## config.mk

```make
export PLATFORM = sky130hd
export DESIGN_NAME = sat_alu
export DESIGN_NICKNAME = d
export VERILOG_FILES = /design/src/rtl/sat_pkg.sv /design/src/rtl/sat_arith.sv /design/src/rtl/sat_narrow.sv /design/src/rtl/sat_sticky.sv /design/src/rtl/sat_alu.sv
export SDC_FILE = /design/constraint.sdc
export NUM_CORES = 1
export LEC_CHECK = 0
export BUFFER_PORTS_ARGS = -buffer_cell sky130_fd_sc_hd__buf_2
export CORE_ASPECT_RATIO = 0.9
export CORE_UTILIZATION = 50
export CTS_BUF_LIST = sky130_fd_sc_hd__clkbuf_4
export CTS_CLUSTER_SIZE = 14
export DETAILED_ROUTE_END_ITERATION = 8
export PLACE_DENSITY_LB_ADDON = 0.2
export SLEW_MARGIN = 15
export SYNTH_ARGS = -nofsm -noshare
export SYNTH_HDL_FRONTEND = slang
export SYNTH_SLANG_ARGS = --single-unit
```

## constraint.sdc

```tcl
create_clock -name clk -period 13 [get_ports clk]
set_input_delay 0.65 -clock clk [delete_from_list [all_inputs] [get_ports clk]]
set_output_delay 0.65 -clock clk [all_outputs]
set_load 0.03 [all_outputs]
```

## src/rtl/sat_pkg.sv

```systemverilog
package sat_pkg;
  localparam int DW     = 32;
  localparam int HALF_W = DW / 2;
  localparam int LANES  = DW / HALF_W;
  localparam int NW     = $clog2(DW);

  typedef enum logic [3:0] {
    OP_SADD   = 4'd0,
    OP_SSUB   = 4'd1,
    OP_SDBL   = 4'd2,
    OP_UADD   = 4'd3,
    OP_USUB   = 4'd4,
    OP_WADD   = 4'd5,
    OP_NSAT   = 4'd6,
    OP_NUSAT  = 4'd7,
    OP_NSAT2  = 4'd8,
    OP_NUSAT2 = 4'd9
  } sat_op_e;

  localparam logic [DW-1:0] SMAX = {1'b0, {(DW-1){1'b1}}};
  localparam logic [DW-1:0] SMIN = {1'b1, {(DW-1){1'b0}}};

  // Each function returns {event, value}.
  function automatic logic [DW:0] f_sadd(logic [DW-1:0] a, logic [DW-1:0] b);
    logic [DW-1:0] s;
    s = a + b;
    if ((a[DW-1] == b[DW-1]) && (s[DW-1] != a[DW-1]))
      return {1'b1, a[DW-1] ? SMIN : SMAX};
    return {1'b0, s};
  endfunction

  function automatic logic [DW:0] f_ssub(logic [DW-1:0] a, logic [DW-1:0] b);
    logic [DW-1:0] d;
    d = a - b;
    if ((a[DW-1] != b[DW-1]) && (d[DW-1] != a[DW-1]))
      return {1'b1, a[DW-1] ? SMIN : SMAX};
    return {1'b0, d};
  endfunction

  function automatic logic [DW:0] f_sdbl(logic [DW-1:0] a);
    if (a[DW-1:DW-2] == 2'b01)
      return {1'b1, SMAX};
    if ((a[DW-1:DW-2] == 2'b10) || (a == {2'b11, {(DW-2){1'b0}}}))
      return {1'b1, SMIN};
    return {1'b0, a[DW-2:0], 1'b0};
  endfunction

  function automatic logic [DW:0] f_uadd(logic [DW-1:0] a, logic [DW-1:0] b);
    logic [DW:0] s;
    s = {1'b0, a} + {1'b0, b};
    if (s[DW]) return {1'b1, {DW{1'b1}}};
    return {1'b0, s[DW-1:0]};
  endfunction

  function automatic logic [DW:0] f_usub(logic [DW-1:0] a, logic [DW-1:0] b);
    if (b > a) return {1'b1, {DW{1'b0}}};
    return {1'b0, a - b};
  endfunction

  function automatic logic [DW:0] f_ssat(logic [DW-1:0] v, logic [NW-1:0] n);
    logic [DW-1:0] top;
    logic [DW-1:0] mask;
    top  = $signed(v) >>> n;
    mask = (DW'(1) << n) - DW'(1);
    if (!top[DW-1] && (|top)) return {1'b1, mask};
    if (top[DW-1] && !(&top)) return {1'b1, ~mask};
    return {1'b0, v};
  endfunction

  function automatic logic [DW:0] f_usat(logic [DW-1:0] v, logic [NW-1:0] n);
    logic [DW-1:0] mask;
    mask = (DW'(1) << n) - DW'(1);
    if (v[DW-1]) return {1'b1, {DW{1'b0}}};
    if (v > mask) return {1'b1, mask};
    return {1'b0, v};
  endfunction
endpackage

```

## src/rtl/sat_arith.sv

```systemverilog
module sat_arith
  import sat_pkg::*;
(
  input  logic [3:0]    op,
  input  logic [DW-1:0] a,
  input  logic [DW-1:0] b,
  output logic [DW-1:0] res,
  output logic          hit
);
  logic [DW:0] r;
  logic [DW:0] wrap;

  always_comb begin
    wrap = f_sadd(a, b);
    unique case (op)
      OP_SADD: r = f_sadd(a, b);
      OP_SSUB: r = f_ssub(a, b);
      OP_SDBL: r = f_sdbl(a);
      OP_UADD: r = f_uadd(a, b);
      OP_USUB: r = f_usub(a, b);
      OP_WADD: r = {wrap[DW], a + b};
      default: r = '0;
    endcase
    res = r[DW-1:0];
    hit = r[DW];
  end
endmodule

```

## src/rtl/sat_narrow.sv

```systemverilog
module sat_narrow
  import sat_pkg::*;
#(
  parameter int LANE_W = 32
) (
  input  logic [LANE_W-1:0] val,
  input  logic [NW-1:0]     width,
  input  logic              is_signed,
  output logic [LANE_W-1:0] res,
  output logic              hit
);
  logic [DW-1:0] ext;
  logic [DW:0]   r;

  always_comb begin
    ext = DW'($signed(val));
    r   = is_signed ? f_ssat(ext, width) : f_usat(ext, width);
    hit = r[DW];
    res = r[LANE_W-1:0];
  end
endmodule

```

## src/rtl/sat_sticky.sv

```systemverilog
module sat_sticky (
  input  logic clk,
  input  logic rst_n,
  input  logic set,
  input  logic clr,
  output logic q
);
  always_ff @(posedge clk) begin
    if (!rst_n) q <= 1'b0;
    else        q <= (q & ~clr) | set;
  end
endmodule

```

## src/rtl/sat_alu.sv

```systemverilog
module sat_alu
  import sat_pkg::*;
(
  input  logic          clk,
  input  logic          rst_n,
  input  logic          op_en,
  input  logic [3:0]    op_sel,
  input  logic [DW-1:0] opnd_a,
  input  logic [DW-1:0] opnd_b,
  input  logic [NW-1:0] sat_width,
  input  logic          q_clr,
  output logic [DW-1:0] result,
  output logic          sat_hit,
  output logic          q_flag
);
  logic [DW-1:0]     arith_res;
  logic              arith_hit;
  logic [DW-1:0]     full_res;
  logic              full_hit;
  logic [DW-1:0]     pair_res;
  logic [LANES-1:0]  lane_hit;
  logic              is_word_op;
  logic              is_full_op;
  logic              is_pair_op;
  logic              q_set;

  assign is_word_op = (op_sel <= OP_WADD);
  assign is_full_op = (op_sel == OP_NSAT)  || (op_sel == OP_NUSAT);
  assign is_pair_op = (op_sel == OP_NSAT2) || (op_sel == OP_NUSAT2);

  sat_arith u_arith (
    .op (op_sel), .a (opnd_a), .b (opnd_b), .res (arith_res), .hit (arith_hit)
  );

  sat_narrow #(.LANE_W(DW)) u_full (
    .val (opnd_a), .width (sat_width), .is_signed (op_sel == OP_NSAT),
    .res (full_res), .hit (full_hit)
  );

  for (genvar i = 0; i < LANES; i++) begin : g_lane
    sat_narrow #(.LANE_W(HALF_W)) u_half (
      .val       (opnd_a[i*HALF_W +: HALF_W]),
      .width     (sat_width),
      .is_signed (op_sel == OP_NSAT2),
      .res       (pair_res[i*HALF_W +: HALF_W]),
      .hit       (lane_hit[i])
    );
  end

  always_comb begin
    if (is_word_op)      begin result = arith_res; sat_hit = arith_hit; end
    else if (is_full_op) begin result = full_res;  sat_hit = full_hit;  end
    else if (is_pair_op) begin result = pair_res;  sat_hit = |lane_hit; end
    else                 begin result = '0;        sat_hit = 1'b0;      end
  end

  assign q_set = op_en & sat_hit;

  sat_sticky u_q (.clk (clk), .rst_n (rst_n), .set (q_set), .clr (q_clr), .q (q_flag));

  // an enabled event always shows up in the flag.
  a_r9_event_sets_q: assert property (@(posedge clk) disable iff (!rst_n)
    (op_en && sat_hit) |=> q_flag);
  // the flag holds while no clear arrives.
  a_r9_q_sticky: assert property (@(posedge clk) disable iff (!rst_n)
    (q_flag && !q_clr) |=> q_flag);
  // the flag is never raised without an enabled event.
  a_r9_no_spurious: assert property (@(posedge clk) disable iff (!rst_n)
    (!q_flag && !(op_en && sat_hit)) |=> !q_flag);
  // a lone clear empties the flag.
  a_r10_clear: assert property (@(posedge clk) disable iff (!rst_n)
    (q_clr && !(op_en && sat_hit)) |=> !q_flag);
  // clamped signed results sit at an extreme.
  a_r1_clamp_extreme: assert property (@(posedge clk) disable iff (!rst_n)
    (((op_sel == OP_SADD) || (op_sel == OP_SSUB)) && arith_hit)
      |-> ((result == SMAX) || (result == SMIN)));
  // unsigned add clamp is all ones.
  a_r4_uadd_ones: assert property (@(posedge clk) disable iff (!rst_n)
    ((op_sel == OP_UADD) && sat_hit) |-> (&result));
  // a signed narrowing clamp keeps the sign of the input.
  a_r6_sign_kept: assert property (@(posedge clk) disable iff (!rst_n)
    ((op_sel == OP_NSAT) && full_hit) |-> (result[DW-1] == opnd_a[DW-1]));
  // the wrapping add never clamps.
  a_r5_wrap_sum: assert property (@(posedge clk) disable iff (!rst_n)
    (op_sel == OP_WADD) |-> (result == opnd_a + opnd_b));
endmodule

```

==> results of run 1 <==
## critical path: stages
cell and delay (ns):
buf_2 0.10, buf_4 0.29, inv_2 0.52, nand2_1 0.51, inv_2 0.43, nand2_1 0.15, inv_1 0.49, nand2_1 0.12
ha_1 0.59, nor3_1 0.46, mux2i_1 0.12, o21ai_0 0.56, inv_1 0.30, ha_1 0.26, a211oi_1 0.22, o21ai_0 0.13
a2111oi_0 0.38, a21oi_1 0.24, a211oi_1 0.43, o21ai_2 0.19, o31ai_4 0.34, a22o_2 0.47, a221oi_1 0.14, o31ai_1 0.47
buf_2 0.29
## metrics by stage
step	power (W)	setup WS (ns)
2_1_floorplan	0.0004543	6.344
3_3_place_gp	0.0006317	4.085
3_5_place_dp	0.0006334	3.777
4_1_cts	0.0006358	3.780
5_1_grt	0.0007002	3.102
6_report	0.0006585	3.471
## cell type report
cell class              count  area [um^2]  share of cell area, %
multi-input cells        1649        12110                  87.88
diodes                      1        2.502                0.01817
repair buffers            145        813.3                  5.904
inverters                 106        397.9                  2.888
well taps                 348        435.4                  3.161
flip-flops and latches      1        20.02                 0.1453
## where the power goes
| part | internal, W | total, W | switching [W] | leakage [nW] |
|---|---|---|---|---|
| registers | 0.00000337 | 0.00000351 | 0.000000145 | 0.00823 |
| logic | 0.000229 | 0.000655 | 0.000426 | 5.54 |
| clock network | 0.000000000207 | 0.000000000207 | 0 | 0.00000634 |
## worst max path at each step
stage / startpoint / to / slack (ns)
finish: sat_width[3] / result[28] / 3.47
global route: sat_width[3] / result[28] / 3.10
CTS: sat_width[3] / result[28] / 3.78
detailed placement: sat_width[3] / result[28] / 3.78
global placement: sat_width[3] / result[28] / 4.08
floorplan: sat_width[4] / result[27] / 6.34
## metal layers
layer	routed length [um]	part of all wire [%]	track usage, %
met1	23040	38	53.04
met3	6269	10	4.592
met2	26650	44	68.98
met5	0	0	0
met4	4065	6.8	25.23
## cell families (layout without fill, tap and decap cells)
kind of cell               count (synthesis)  after routing  synth area share (%)
AOI/OAI and AO/OA                        685            685                 36.25
and+or+nand+nor                          635            635                 23.97
buffers and inverters                    273            251                 8.875
adders and majority gates                142            142                 13.54
muxes                                    140            140                 14.21
xor gates and xnor gates                  45             45                 2.971
other                                      1              3               0.02827
DFF                                        1              1                0.1509
## cell usage after synthesis (10+ instances only)
cell	count	area, um^2
o21bai_1	11	82.58
o31ai_1	13	97.59
o211ai_1	33	247.7
or2_2	13	81.33
nor4_1	28	175.2
mux2i_1	77	770.7
and3_1	22	137.6
clkbuf_1	100	375.4
and2_1	11	68.82
inv_1	101	379.1
a2111oi_0	19	166.4
xnor2_1	36	315.3
o21ai_0	129	645.6
a22oi_1	17	127.6
a31oi_1	26	162.7
a21o_1	22	165.2
ha_1	138	1727
a211o_1	10	87.58
mux4_2	35	788.3
nand4_1	35	219.0
o221ai_1	20	175.2
or3_1	16	100.1
nand2_1	142	533.0
nand3_1	47	235.2
buf_2	41	205.2
mux2_2	23	259.0
nor2_1	168	630.6
a211oi_1	39	292.8
o22ai_1	18	112.6
nand2b_1	26	162.7
nor3_1	64	320.3
nor2b_1	23	143.9
a21oi_1	150	750.7
a221oi_1	23	201.4
a221o_1	10	100.1
o21a_1	19	142.6
==> impl_summary.md, run 1 <==
Status
The run finished with clean final reports.

Place
The number of buffers added on ports is 110. Counting tap cells, the placed design contains a total of 2,249 instances. The estimated wirelength of the detail-placed design is 44,340 um. The weighted congestion reported at the end of routability-driven placement is 1.042. The placed instances occupy a cell area of 13,770 um^2.

Layout
The top register by number of flip-flops is u_q.q. The largest registers in the layout are u_q.q: 1 flops. The post-layout net count is 2,121. The area growth from synthesis to layout is 3.838%. The number of inserted filler cells in the final layout is 2,690. The top cell types in the final layout, fill and taps aside, are 168 x nor2_1, 150 x a21oi_1, 142 x nand2_1. The most common library cell in the layout ignoring fill and taps is nor2_1. The flip-flop count of the largest register, all copies and words added is 1. The number of standard cells in the layout, taps in and fillers out is 2,250. The post-layout instance area is 13,780 um^2. Cells fill 52.85% of the core in the end. The share of post-route cells with drive strength above 1 is around 14%.

Hold path
The startpoint identified for the worst hold timing path is u_q.q. The terminating pin of the worst hold path is u_q.q. The min-delay analysis places its worst path in the category register to register. The worst hold path cell count is 2.

Yosys
Yosys mapped a number of flops with a built-in enable equal to 0. Of all flip-flops after synthesis, the portion carrying an async set or reset was 0%. The flip-flop cell with the highest count after synthesis is dfxtp_1.

The total of flip-flops plus latches after synthesis is 1. The instance count of the mapped netlist is just under 2,000. The synthesized area is 13,270 um^2. The number of different library cells used by synthesis comes to 112. Sequential cells were found to cover 0.1509% of the synthesized design area. Each instance of the synthesized netlist takes up on average 6.902 um^2. Yosys printed 0 warnings.

Routing
In the routed design, unresolved DRC markers number 0. In this run, the number of DRC markers left after iteration 0 of detailed routing was 2,422. Once detail routing completed, the nets flagged for antenna violations numbered 0. In the final routed layout, each cell accounts on average for 26.68 um.

Summed over all layers, the routed wires come to around 60,000 um. The via count is 16,530. In the routed layout, each cell is associated on average with a via count of ~7.3. The pre-antenna-repair detailed-routing pass consisted of 7 iterations.

Power
The power per standard cell area is approximately 48 nW/um^2. For this design the static power due to leakage is 5.553 nW. The maximum resistive drop on vdd is 0.04342 mV.

STA
Setup violations remaining at the end of the flow were counted as 0. The setup TNS is 0 ns. The worst path needs approximately 9.5 ns of the cycle, external delays included. The actual transition at the worst max-transition pin is 1.244 ns. The final hold violation count is 0.

The worst-case headroom to the max-slew limit is 16.88%. The number of pins with negative max-slew slack in the final report is 0. The maximum clock frequency is 0.1049 GHz. Setup repair after global routing left no endpoint under its margin. The setup clock skew after layout is 0 ns. The tightest hold margin is ~0.50 ns.

The post-route fraction of the period consumed by the critical path is 73.30%.

Global route
The number of antenna violations at the first check in global routing came to 0. Across every metal layer, demand over resource in global routing totals 41.94%. The via count of the first global-routing pass is 14,980.

The wire length of the first global-routing pass is 89,090 um. Entering global routing, the biggest net connects 57 pins. The total overflow reported by the global router is 0.

CTS
After clock tree synthesis, the repair step resized 0 gates. The number of buffers inserted by hold repair at cts is 0. The latest clock arrival within the worst-skew pair is 0 ns. The register clock-pin slew on the reported worst setup and hold paths is 0 ns.

The number of setup buffers added after CTS is 0.

Floorplanning
Once the floorplan was initialized, standard cells occupied 50.90% of the core. The die span in x is ~170 um. The number of core rows is 56. The height of the chip is 156.5 um. Pin placement for this block handled about 110 I/O pins. In this run the standard cell core region covers 26,070 um^2. The floorplan step defined a die boundary enclosing ~27,000 um^2.

Worst setup path
The setup check on the worst reg-to-reg path leaves a slack of approximately 12 ns. The arrival time at the worst endpoint is 8.88 ns. The launch point of the worst reg-to-reg path is u_q.q. The worst register-to-register path ends at u_q.q. The depth of the worst register-to-register path is 3. Of all nets on the critical path, the largest fanout is 49. The worst endpoint required time is 12.35 ns. The critical path in this run is classified as input pin to primary output. The worst setup path is captured at a primary output. The kind of launch point of the worst setup path is an input pin.

Run
Across the run, the number of max-cap violations was 0.
No activity file was read; power rests on OpenSTA's default activity.
==> run 2: changes to the inputs <==
ABC_AREA = 1   (was unset)
clock period = 8.1 ns   (was 13 ns; I/O delays follow)
==> impl_summary.md, run 2 <==
Global route
The maximum number of pins on one net before global-route repair is 42. The number of antenna violations at the first check in global routing is 2. The via count of the first global-routing pass is 15,800. For this run, the total global-route usage over all layers was measured as about 43%. The wire length of the first global-routing pass is roughly 93,000 um. The total overflow reported by the global router is 0.

CTS
The number of gates resized after CTS is 0. The latest clock arrival within the worst-skew pair is 0 ns. Clock-pin slew was measured on the worst setup and hold paths at 0 ns.

The post-CTS setup buffer count is 0. The number of buffers inserted by hold repair at cts is 0.

Layout
Leaving out fill and tap cells, the most frequent cells in the layout are 738 x nand2_1, 302 x nand3_1, 249 x inv_1. With fillers left out, the area of the finished cells amounts to 13,970 um^2. The top register by number of flip-flops is u_q.q. The most common library cell in the layout ignoring fill and taps is nand2_1. The finished layout holds ~3,000 standard cells, fillers aside. The post-layout net count is 2,797. The largest registers in the layout are u_q.q: 1 flops. The share of post-route cells with drive strength above 1 is 8.537%. Counting the fill cells in the layout gives ~3,000. The flip-flop count of the largest register, all copies and words added is 1.

Compared with the post-synthesis result, the final layout area differs by 3.370%.

Routing
Wires add up to 61,870 um. In the routed layout, each cell is associated on average with a via count of ~6.4. The first detailed-routing pass ran for 7 iterations.

The post-detailed-route count of antenna-violating nets is 0. The post-route DRC violation count is 0. The routed wire length per instance is 21.14 um.

For this block, the via count after detailed routing is 18,650. The count of routing violations after the opening detailed-route iteration is just over 3,000.

Floorplanning
The initial utilization of the core area, before any placement, comes to 51.44%. The floorplan step set the die width to 175.3 um. The standard cell core area is 26,280 um^2. After floorplanning, the core was divided into 56 placement rows. The floorplan die area is 27,690 um^2. 111 I/O pins were placed. The floorplan step set the die height to about 160 um.

Yosys
The area share of the largest cell type after synthesis is 20.52%. The synthesized area divided by synthesized cell count is 5.257 um^2. The async set-reset flop share out of synthesis is 0%. The share of the Yosys chip area taken by registers is 0.1481%.

After synthesis, the most frequently instantiated cells are 739 x nand2_1, 302 x nand3_1, 249 x inv_1, 239 x nor2_1, 176 x o21ai_0. The synthesized area is 13,520 um^2. The top cell type by total area after synthesis is nand2_1. In the synthesized netlist the dominant register cell turns out to be dfxtp_1. Synthesis handed over a netlist of 2,571 instances. In this run, synthesis produced a sequential element count of 1. By area the synthesized netlist is led by nand2_1 21%, ha_1 13%, nand3_1 11%. The Yosys step of the flow raised 0 warnings.

The count of unique library cells instantiated by Yosys is 59. nand2_1 is the most common cell in the netlist. The synthesized design contains 0 enable-type register cells.

STA
The final hold violation count is 0. In this run the tightest slew margin relative to its limit is 27.20%. The maximum clock frequency is 0.1400 GHz. Setup repair after global routing left no endpoint under its margin. At the pin with the least slew margin, the transition time is 1.084 ns. The post-route fraction of the period consumed by the critical path is 88.20%. The setup clock skew after layout is 0 ns. The number of pins with negative max-slew slack in the final report came to 0. The clock period minus final worst setup slack is 7.144 ns. Setup violations remaining at the end of the flow were counted as 0. The setup TNS is 0 ns.

Place
The weighted congestion reported at the end of routability-driven placement is ~1.0. The cell area reported after detailed placement is 13,970 um^2. Port buffering added 110 buffers. The number of placed instances, taps included is 2,925. The estimated wirelength of the detail-placed design is 48,160 um.

Hold path
The worst hold-check path type is register to register. For hold timing, the worst endpoint is u_q.q. The worst hold path startpoint is u_q.q. The worst hold path was traced through 2 stages.

Worst setup path
The arrival time at the worst endpoint is between 6 and 7 ns. In this run the critical register-to-register path is launched from u_q.q. Setup slack on the worst reg-to-reg path comes out at about 7.5 ns. The most prevalent standard cell on the critical path is nand2_1. In this run the critical register-to-register path is captured at u_q.q.

For this run, the slowest stage of the critical path takes roughly 0.55 ns. For the worst flop-to-flop path, the logic depth is 2. The worst endpoint required time is 7.70 ns. By startpoint and endpoint, the worst setup path is classified as input pin to primary output. STA classifies the critical path endpoint as a primary output. The kind of launch point of the worst setup path is an input pin. On the critical path, the stage with the largest delay is an instance of nand2_1. Of all nets on the critical path, the largest fanout is 28.

Power
Across the VDD grid, the largest voltage drop is about 0.051 mV. In this run the power density over the cells is between 80 and 90 nW/um^2. The analysis attributes to cell leakage a power of 7.219 nW.

Run
Across the run, the number of max-cap violations was 0.

Status
The run finished with clean final reports.
==> run 2: cell count changes after synthesis, sizes merged, moves of 35 or more <==
cell    before  now
o211ai      34   69
nand3       47  310
inv        103  266
nand2      142  753
clkbuf     100   46
mux2i       77    0
xor2         9   53
o21ai      134  206
mux4        35    0
nor2       170  250
==> run 2: cell families after synthesis <==
logic type / synth area share, %
flip-flops: 0.1481
XOR/XNOR: 3.953
AND/OR/NAND/NOR: 46.11
buffers and inverters: 13.11
other: 0.02775
AO/OA/AOI/OAI: 23.43
adder cells (fa/ha/maj): 13.22
==> run 2: final cells by class <==
class	count	area (um^2)	share of cell area (%)
Multi-Input combinational cell	2170	11740	84.03
Inverter	267	1002	7.174
Timing Repair Buffer	139	768.2	5.499
Tap cell	348	435.4	3.117
Sequential cell	1	20.02	0.1433
Antenna cell	2	5.005	0.03582
==> run 2: worst max-delay path, delay by kind of cell <==
kind            cells  cell delay, ns
buf+inv             6            1.32
simple gates       18            3.33
xor+xnor            1            0.50
fa+ha+maj           2            0.54
compound gates      3            0.60
==> run 2: worst max path at each step <==
stage | startpoint | endpoint | slack, ns
after floorplan | sat_width[3] | result[31] | 2.88
after detailed placement | sat_width[4] | result[29] | 1.29
after CTS | sat_width[4] | result[29] | 1.26
after global placement | sat_width[4] | result[29] | 1.50
after global routing | sat_width[4] | result[25] | 0.59
final | sat_width[4] | result[25] | 0.96
==> run 2: through the flow <==
stage	hold WS, ns	utilization, %	setup WS [ns]	total power (W)
floorplan	0.5142	-	2.883	0.0008210
global placement	0.4466	53.15	1.497	0.001138
detailed placement	0.4712	53.15	1.290	0.001150
CTS	0.4726	53.15	1.260	0.001155
global route	0.4822	53.15	0.5940	0.001298
finish	0.4648	53.17	0.9556	0.001202
==> run 2: power breakdown <==
part	internal (W)	total, W	switching (W)
Sequential	0.00000540	0.00000558	0.000000180
Combinational	0.000337	0.00120	0.000860
Clock	0.0000000000589	0.0000000000589	0
Total	0.000342	0.00120	0.000860
==> run 2: routing by layer <==
metal  GRT usage [%]  vias to the layer above  routed length, um  part of all wire [%]
met3           7.565                      188               8372                    14
met5               0                        -                 27                 0.044
met2           61.17                     1317              23940                    39
li1                -                     8703                  -                     -
met1           64.04                     8441              27100                    44
met4           13.75                        4               2433                   3.9
